--- src/rtl/mdio_pkg.sv ---
package mdio_pkg;
  localparam int FRAME_LEN  = 64;
  localparam int DATA_W     = 16;
  localparam int ADDR_W     = 5;
  localparam int TA_SLOT    = 46;
  localparam int DATA_SLOT  = 48;
  localparam int BUSY_BIT   = 31;
  localparam int ENA_BIT    = 30;
  localparam int READ_BIT   = 27;
  localparam int PHY_LSB    = 21;
  localparam int REG_LSB    = 16;

  function automatic logic [FRAME_LEN-1:0] build_frame(
    input logic              rd,
    input logic [ADDR_W-1:0] phy,
    input logic [ADDR_W-1:0] regad,
    input logic [DATA_W-1:0] wdata
  );
    return {32'hFFFF_FFFF, 2'b01, (rd ? 2'b10 : 2'b01), phy, regad,
            (rd ? 2'b11 : 2'b10), (rd ? 16'hFFFF : wdata)};
  endfunction
endpackage

--- src/rtl/mdio_mdc_gen.sv ---
module mdio_mdc_gen #(
  parameter int CLK_DIV = 4
) (
  input  logic clk,
  input  logic rst_n,
  input  logic run,
  output logic mdc,
  output logic rise_stb,
  output logic slot_end
);
  localparam int CW = $clog2(CLK_DIV);
  localparam logic [CW-1:0] LAST    = CW'(CLK_DIV - 1);
  localparam logic [CW-1:0] HALF    = CW'(CLK_DIV / 2);
  localparam logic [CW-1:0] HALF_M1 = CW'(CLK_DIV / 2 - 1);

  logic [CW-1:0] cnt_q;
  logic [CW-1:0] cnt_nxt;

  assign cnt_nxt  = (cnt_q == LAST) ? '0 : cnt_q + 1'b1;
  assign rise_stb = run && (cnt_q == HALF_M1);
  assign slot_end = run && (cnt_q == LAST);

  always_ff @(posedge clk) begin
    if (!rst_n) begin
      cnt_q <= '0;
      mdc   <= 1'b0;
    end else if (run) begin
      cnt_q <= cnt_nxt;
      mdc   <= (cnt_nxt >= HALF);
    end else begin
      cnt_q <= '0;
      mdc   <= 1'b0;
    end
  end

  assert_slot_ends_high_R6: assert property (@(posedge clk) disable iff (!rst_n)
    slot_end |-> mdc);
  assert_rise_from_low_R6: assert property (@(posedge clk) disable iff (!rst_n)
    rise_stb |=> mdc);
endmodule

--- src/rtl/mdio_shift_engine.sv ---
module mdio_shift_engine
  import mdio_pkg::*;
(
  input  logic                 clk,
  input  logic                 rst_n,
  input  logic                 start,
  input  logic                 start_read,
  input  logic [FRAME_LEN-1:0] frame_in,
  input  logic                 rise_stb,
  input  logic                 slot_end,
  input  logic                 mdio_i,
  output logic                 active,
  output logic                 mdio_o,
  output logic                 mdio_oe,
  output logic                 done,
  output logic [DATA_W-1:0]    rx_data
);
  localparam int IW = $clog2(FRAME_LEN);
  localparam logic [IW-1:0] LAST_SLOT = IW'(FRAME_LEN - 1);
  localparam logic [IW-1:0] TA_IDX    = IW'(TA_SLOT);
  localparam logic [IW-1:0] DATA_IDX  = IW'(DATA_SLOT);

  logic                 rd_q;
  logic [IW-1:0]        idx_q;
  logic [FRAME_LEN-1:0] sh_q;

  assign done    = active && slot_end && (idx_q == LAST_SLOT);
  assign mdio_o  = sh_q[FRAME_LEN-1];
  assign mdio_oe = active && !(rd_q && (idx_q >= TA_IDX));

  always_ff @(posedge clk) begin
    if (!rst_n) begin
      active  <= 1'b0;
      rd_q    <= 1'b0;
      idx_q   <= '0;
      sh_q    <= '0;
      rx_data <= '0;
    end else if (start) begin
      active  <= 1'b1;
      rd_q    <= start_read;
      idx_q   <= '0;
      sh_q    <= frame_in;
      rx_data <= '0;
    end else if (active) begin
      if (rise_stb && rd_q && (idx_q >= DATA_IDX))
        rx_data <= {rx_data[DATA_W-2:0], mdio_i};
      if (slot_end) begin
        sh_q  <= {sh_q[FRAME_LEN-2:0], 1'b0};
        idx_q <= idx_q + 1'b1;
        if (idx_q == LAST_SLOT) active <= 1'b0;
      end
    end
  end

  assert_done_ends_frame_R5: assert property (@(posedge clk) disable iff (!rst_n)
    done |=> !active);
  assert_oe_only_at_start_R7: assert property (@(posedge clk) disable iff (!rst_n)
    $rose(mdio_oe) |-> $rose(active));
endmodule

--- src/rtl/mdio_ctrl_master.sv ---
module mdio_ctrl_master
  import mdio_pkg::*;
#(
  parameter int CLK_DIV  = 4,
  parameter int NUM_PHYS = 5
) (
  input  logic        clk,
  input  logic        rst_n,
  input  logic        cfg_wr_en,
  input  logic [31:0] cfg_wr_data,
  output logic [31:0] cfg_rd_data,
  output logic        mdc,
  output logic        mdio_o,
  output logic        mdio_oe,
  input  logic        mdio_i
);
  localparam logic [ADDR_W:0] PHY_LIMIT = (ADDR_W+1)'(NUM_PHYS);

  logic [31:0]          ctrl_q;
  logic                 busy;
  logic                 accept;
  logic                 go;
  logic                 phy_ok;
  logic                 start;
  logic                 eng_active;
  logic                 eng_done;
  logic                 rise_stb;
  logic                 slot_end;
  logic [DATA_W-1:0]    rx_data;
  logic [FRAME_LEN-1:0] frame;

  assign busy   = ctrl_q[BUSY_BIT];
  assign accept = cfg_wr_en && !busy;
  assign go     = cfg_wr_data[BUSY_BIT] && cfg_wr_data[ENA_BIT];
  assign phy_ok = {1'b0, cfg_wr_data[PHY_LSB +: ADDR_W]} < PHY_LIMIT;
  assign start  = accept && go && phy_ok;
  assign frame  = build_frame(cfg_wr_data[READ_BIT], cfg_wr_data[PHY_LSB +: ADDR_W],
                              cfg_wr_data[REG_LSB +: ADDR_W], cfg_wr_data[DATA_W-1:0]);
  assign cfg_rd_data = ctrl_q;

  always_ff @(posedge clk) begin
    if (!rst_n) begin
      ctrl_q <= '0;
    end else if (accept) begin
      if (go && phy_ok)
        ctrl_q <= cfg_wr_data;
      else if (go)
        ctrl_q <= {1'b0, cfg_wr_data[30:16],
                   (cfg_wr_data[READ_BIT] ? 16'hFFFF : cfg_wr_data[15:0])};
      else
        ctrl_q <= {1'b0, cfg_wr_data[30:0]};
    end else if (eng_done) begin
      ctrl_q[BUSY_BIT] <= 1'b0;
      if (ctrl_q[READ_BIT]) ctrl_q[DATA_W-1:0] <= rx_data;
    end
  end

  mdio_mdc_gen #(.CLK_DIV(CLK_DIV)) clk_gen_i (
    .clk(clk), .rst_n(rst_n), .run(eng_active),
    .mdc(mdc), .rise_stb(rise_stb), .slot_end(slot_end)
  );

  mdio_shift_engine engine_i (
    .clk(clk), .rst_n(rst_n), .start(start), .start_read(cfg_wr_data[READ_BIT]),
    .frame_in(frame), .rise_stb(rise_stb), .slot_end(slot_end), .mdio_i(mdio_i),
    .active(eng_active), .mdio_o(mdio_o), .mdio_oe(mdio_oe), .done(eng_done),
    .rx_data(rx_data)
  );

  assert_busy_matches_engine_R5: assert property (@(posedge clk) disable iff (!rst_n)
    busy == eng_active);
  assert_idle_mdc_low_R6: assert property (@(posedge clk) disable iff (!rst_n)
    !busy |-> !mdc);
  assert_ignore_busy_write_R9: assert property (@(posedge clk) disable iff (!rst_n)
    (cfg_wr_en && busy && !eng_done) |=> (ctrl_q == $past(ctrl_q)));
  assert_refuse_bad_phy_R4: assert property (@(posedge clk) disable iff (!rst_n)
    (accept && go && !phy_ok) |=> !busy);
  assert_partial_flags_idle_R3: assert property (@(posedge clk) disable iff (!rst_n)
    (accept && !go) |=> !busy);
endmodule

--- config.mk ---
export PLATFORM = sky130hd
export DESIGN_NAME = mdio_ctrl_master
export DESIGN_NICKNAME = d
export VERILOG_FILES = /design/src/rtl/mdio_pkg.sv /design/src/rtl/mdio_mdc_gen.sv /design/src/rtl/mdio_shift_engine.sv /design/src/rtl/mdio_ctrl_master.sv
export SDC_FILE = /design/constraint.sdc
export NUM_CORES = 1
export LEC_CHECK = 0
export BUFFER_PORTS_ARGS = -buffer_cell sky130_fd_sc_hd__clkbuf_2
export CAP_MARGIN = 25
export CORE_ASPECT_RATIO = 0.75
export CORE_MARGIN = 4
export CORE_UTILIZATION = 45
export DETAILED_ROUTE_END_ITERATION = 8
export GPL_ROUTABILITY_DRIVEN = 0
export PLACE_DENSITY = 0.64
export SYNTH_ARGS = -nofsm -noshare
export SYNTH_HDL_FRONTEND = slang
export SYNTH_HIERARCHICAL = 1
export SYNTH_SLANG_ARGS = --single-unit
--- constraint.sdc ---
create_clock -name clk -period 1.7 [get_ports clk]
set_input_delay 0.34 -clock clk [delete_from_list [all_inputs] [get_ports clk]]
set_output_delay 0.34 -clock clk [all_outputs]
set_load 0.02 [all_outputs]
==> impl_metrics.json <==
{
  "routedWlPerCell_um": 15.0,
  "period_share_pct": 108,
  "status": "finished with violations",
  "cts_made_buffers": 17,
  "synth_seq_cells": 122,
  "crit_slowest_cell": "dfxtp_2",
  "clock_latency_ns": 0.41,
  "ios": 71,
  "start_util_pct": 45.8,
  "grt_max_degree": 102,
  "firstDrtPassIters": 4,
  "drc": 0,
  "diodes": 0,
  "clockRootBuffer": "clkbuf_16",
  "fin_worst_skew_ns": 0.00967,
  "drv_cap": 0,
  "yosysWarnings": 6,
  "syn_area_per_cell_um2": 9.70,
  "htreeDepth": 4,
  "max_stage_delay_ns": 0.33,
  "finalHoldViolations": 0,
  "synth_enable_flop_cells": 0,
  "num_rows": 34,
  "setup-violations-final": 17,
  "leakage_uw": 0.00314,
  "via_per_inst": 5.13,
  "ys_async_sr_fraction_pct": 0,
  "synthCells": 546,
  "antenna_found_initial": 0,
  "placed_cells": 795,
  "worst-slew-pin-transition_ns": 0.912,
  "crit_path_end_kind": "output pin",
  "fin_area_um2": 6850,
  "ys.flop_type": "dfxtp_1",
  "postCtsHoldBufs": 0,
  "hpwlAfterDp_um": 8070,
  "cts.path.max_buffers": 2,
  "core-area_um2": 11600,
  "drive_above_1_share_pct": 27.7,
  "critical_path_class": "flip-flop to output pin",
  "fillerInstances": 1009,
  "die_area_um2": 13600,
  "ant_nets": 0,
  "p_per_area_nw_per_um2": 1050,
  "areaGrowthSynthToFinish_pct": 29.3,
  "slew_violations": 0,
  "ys_seq_area_share_pct": 46.1,
  "clk_pin_slew_ns": 0.05,
  "max_freq_ghz": 0.545,
  "critical_path_arrival_ns": 1.49,
  "maxSlewHeadroom_pct": 39.2,
  "grt_pass1_vias": 4105,
  "startpoint_type": "flip-flop",
  "cp_cell_sequence": "inv_2 > ha_4 > o211ai_1 > nand2b_1 > a31oi_1 > buf_4",
  "drtIter0Drc": 257,
  "holdCritPathClass": "primary input to flip-flop",
  "fp.dieH_um": 102,
  "cts_tree": "done",
  "die_x_um": 133,
  "placed_area_um2": 6050,
  "grt_pass1_wl_um": 20500,
  "grt.overflow.total": 0,
  "vdd_drop_max_mv": 0.677,
  "worstPathRequired_ns": 1.36,
  "path_max_fanout": 2,
  "failed_checks": "setup timing",
  "cts_num_sinks": 122,
  "rsz0062_at_grt": "true",
  "dpl_worst_slack_ns": -0.434,
  "final.setup.worst_slack_ns": -0.134,
  "min_period_ns": 1.83,
  "portBuffers": 70,
  "grt_usage_pct": 18.9,
  "wirelength_um": 12500,
  "synth.distinct_cells": 42,
  "fin_cells": 834,
  "final_nets": 700,
  "synth_area_um2": 5300,
  "vias": 4279
}
[flip-flops by register name (all words and copies together), names as in the netlist]
register,flops
engine_i/sh_q,64
cfg_rd_data,32
engine_i/rx_data,16
engine_i/idx_q,6
clk_gen_i/cnt_q,1
clk_gen_i/mdc,1
engine_i/active,1
engine_i/rd_q,1
[path summary, 6_finish.rpt]
| check | start | end | slack [ns] | depth (start not counted) |
|---|---|---|---|---|
| max reg2reg | engine_i/idx_q[0] | cfg_rd_data[5] | -0.07 | 9 |
| max | engine_i/idx_q[0] | mdio_oe | -0.13 | 6 |
| min reg2reg | cfg_rd_data[21] | cfg_rd_data[21] | 0.45 | 2 |
| min | cfg_wr_data[28] | cfg_rd_data[28] | 0.16 | 3 |
[metrics by stage]
step                      util, %  power (uW)  hold slack [ns]  TNS [ns]
after CTS                    58.0        7270            0.147    -0.206
final                        59.2        7220            0.163    -0.881
after global routing         59.2        7480            0.161     -2.20
after detailed placement     52.3        3520            0.447    -12.24
after floorplan                 -        3330            0.435   -0.0376
after global placement       52.3        3510            0.440    -10.84
[placed cells by master (no fill, tap or decap), types with 18 or more instances in the layout]
cell / count
a21oi_1: 65
dfxtp_1: 118
clkbuf_2: 69
o21ai_1: 18
nand2_1: 50
o21ai_0: 46
mux2i_1: 80
clkbuf_16: 19
conb_1: 35
buf_4: 24
[layer usage]
layer  GRT usage, %  share of wire (%)  up-vias
met4           5.53               0.82        0
li1               -                  -     2186
met5              0                  0        -
met3           6.30                5.4        9
met1           25.4                 50     1985
met2           29.2                 44       99
[logic make-up (layout without fill, tap and decap cells)]
group	Yosys count	in the layout	synth area share [%]
simple gates	96	96	9.47
fa+ha+maj	4	4	0.945
mux	80	80	15.1
xor+xnor	2	2	0.331
other cells	2	35	0.142
buf+inv	51	144	5.86
flops	122	122	46.1
compound gates	189	189	22.0
[Yosys cell counts, types with 2 or more instances]
cell | n | area share [%]
conb_1 | 2 | 0.14
buf_6 | 5 | 1.1
o221a_1 | 12 | 2.6
buf_4 | 4 | 0.57
o31a_1 | 16 | 2.6
o21ai_0 | 68 | 6.4
nor2_1 | 3 | 0.21
nand2_2 | 2 | 0.24
mux2i_1 | 80 | 15
a21oi_1 | 67 | 6.3
nand2_1 | 51 | 3.6
ha_1 | 4 | 0.94
or2_2 | 16 | 1.9
or3_1 | 3 | 0.35
buf_2 | 8 | 0.76
nand2b_1 | 2 | 0.24
nor2b_1 | 3 | 0.35
and2_1 | 2 | 0.24
clkbuf_1 | 23 | 1.6
inv_1 | 5 | 0.35
dfxtp_1 | 122 | 46
nand3_1 | 4 | 0.38
a21boi_0 | 7 | 0.99
o221a_2 | 4 | 0.85
nand4_1 | 2 | 0.24
xnor2_1 | 2 | 0.33
a21boi_1 | 10 | 1.4
buf_8 | 5 | 1.4
[critical path: cells and delay by family (launching register included)]
kind	cells	cell delay [ns]
DFF	1	0.33
and+or+nand+nor	1	0.08
buffers and inverters	2	0.21
adders and majority gates	1	0.14
AOI/OAI and AO/OA	2	0.33
[where the power goes]
part / switching [uW] / internal [uW] / total (uW)
sequential: 44.0 / 2940 / 2980
combinational: 293 / 206 / 499
clock: 1280 / 2470 / 3740
total: 1610 / 5610 / 7220
[area by class of cell]
cell class | count | area (um2) | area share, %
clock buffers | 18 | 439 | 6.41
clock inverters | 13 | 176 | 2.58
inverters | 6 | 25.0 | 0.365
flip-flops and latches | 122 | 2450 | 35.8
well taps | 162 | 203 | 2.96
multi-input cells | 406 | 2760 | 40.3
repair buffers | 107 | 797 | 11.6
[what timing repair did]
item                                    CTS  global route
resized for setup                        13            37
pin swaps                                 3             5
buffers inserted                          3             2
cloned                                    1             2
endpoints found under the setup margin   40            67
Note: power is estimated with default switching activity, not from simulation.
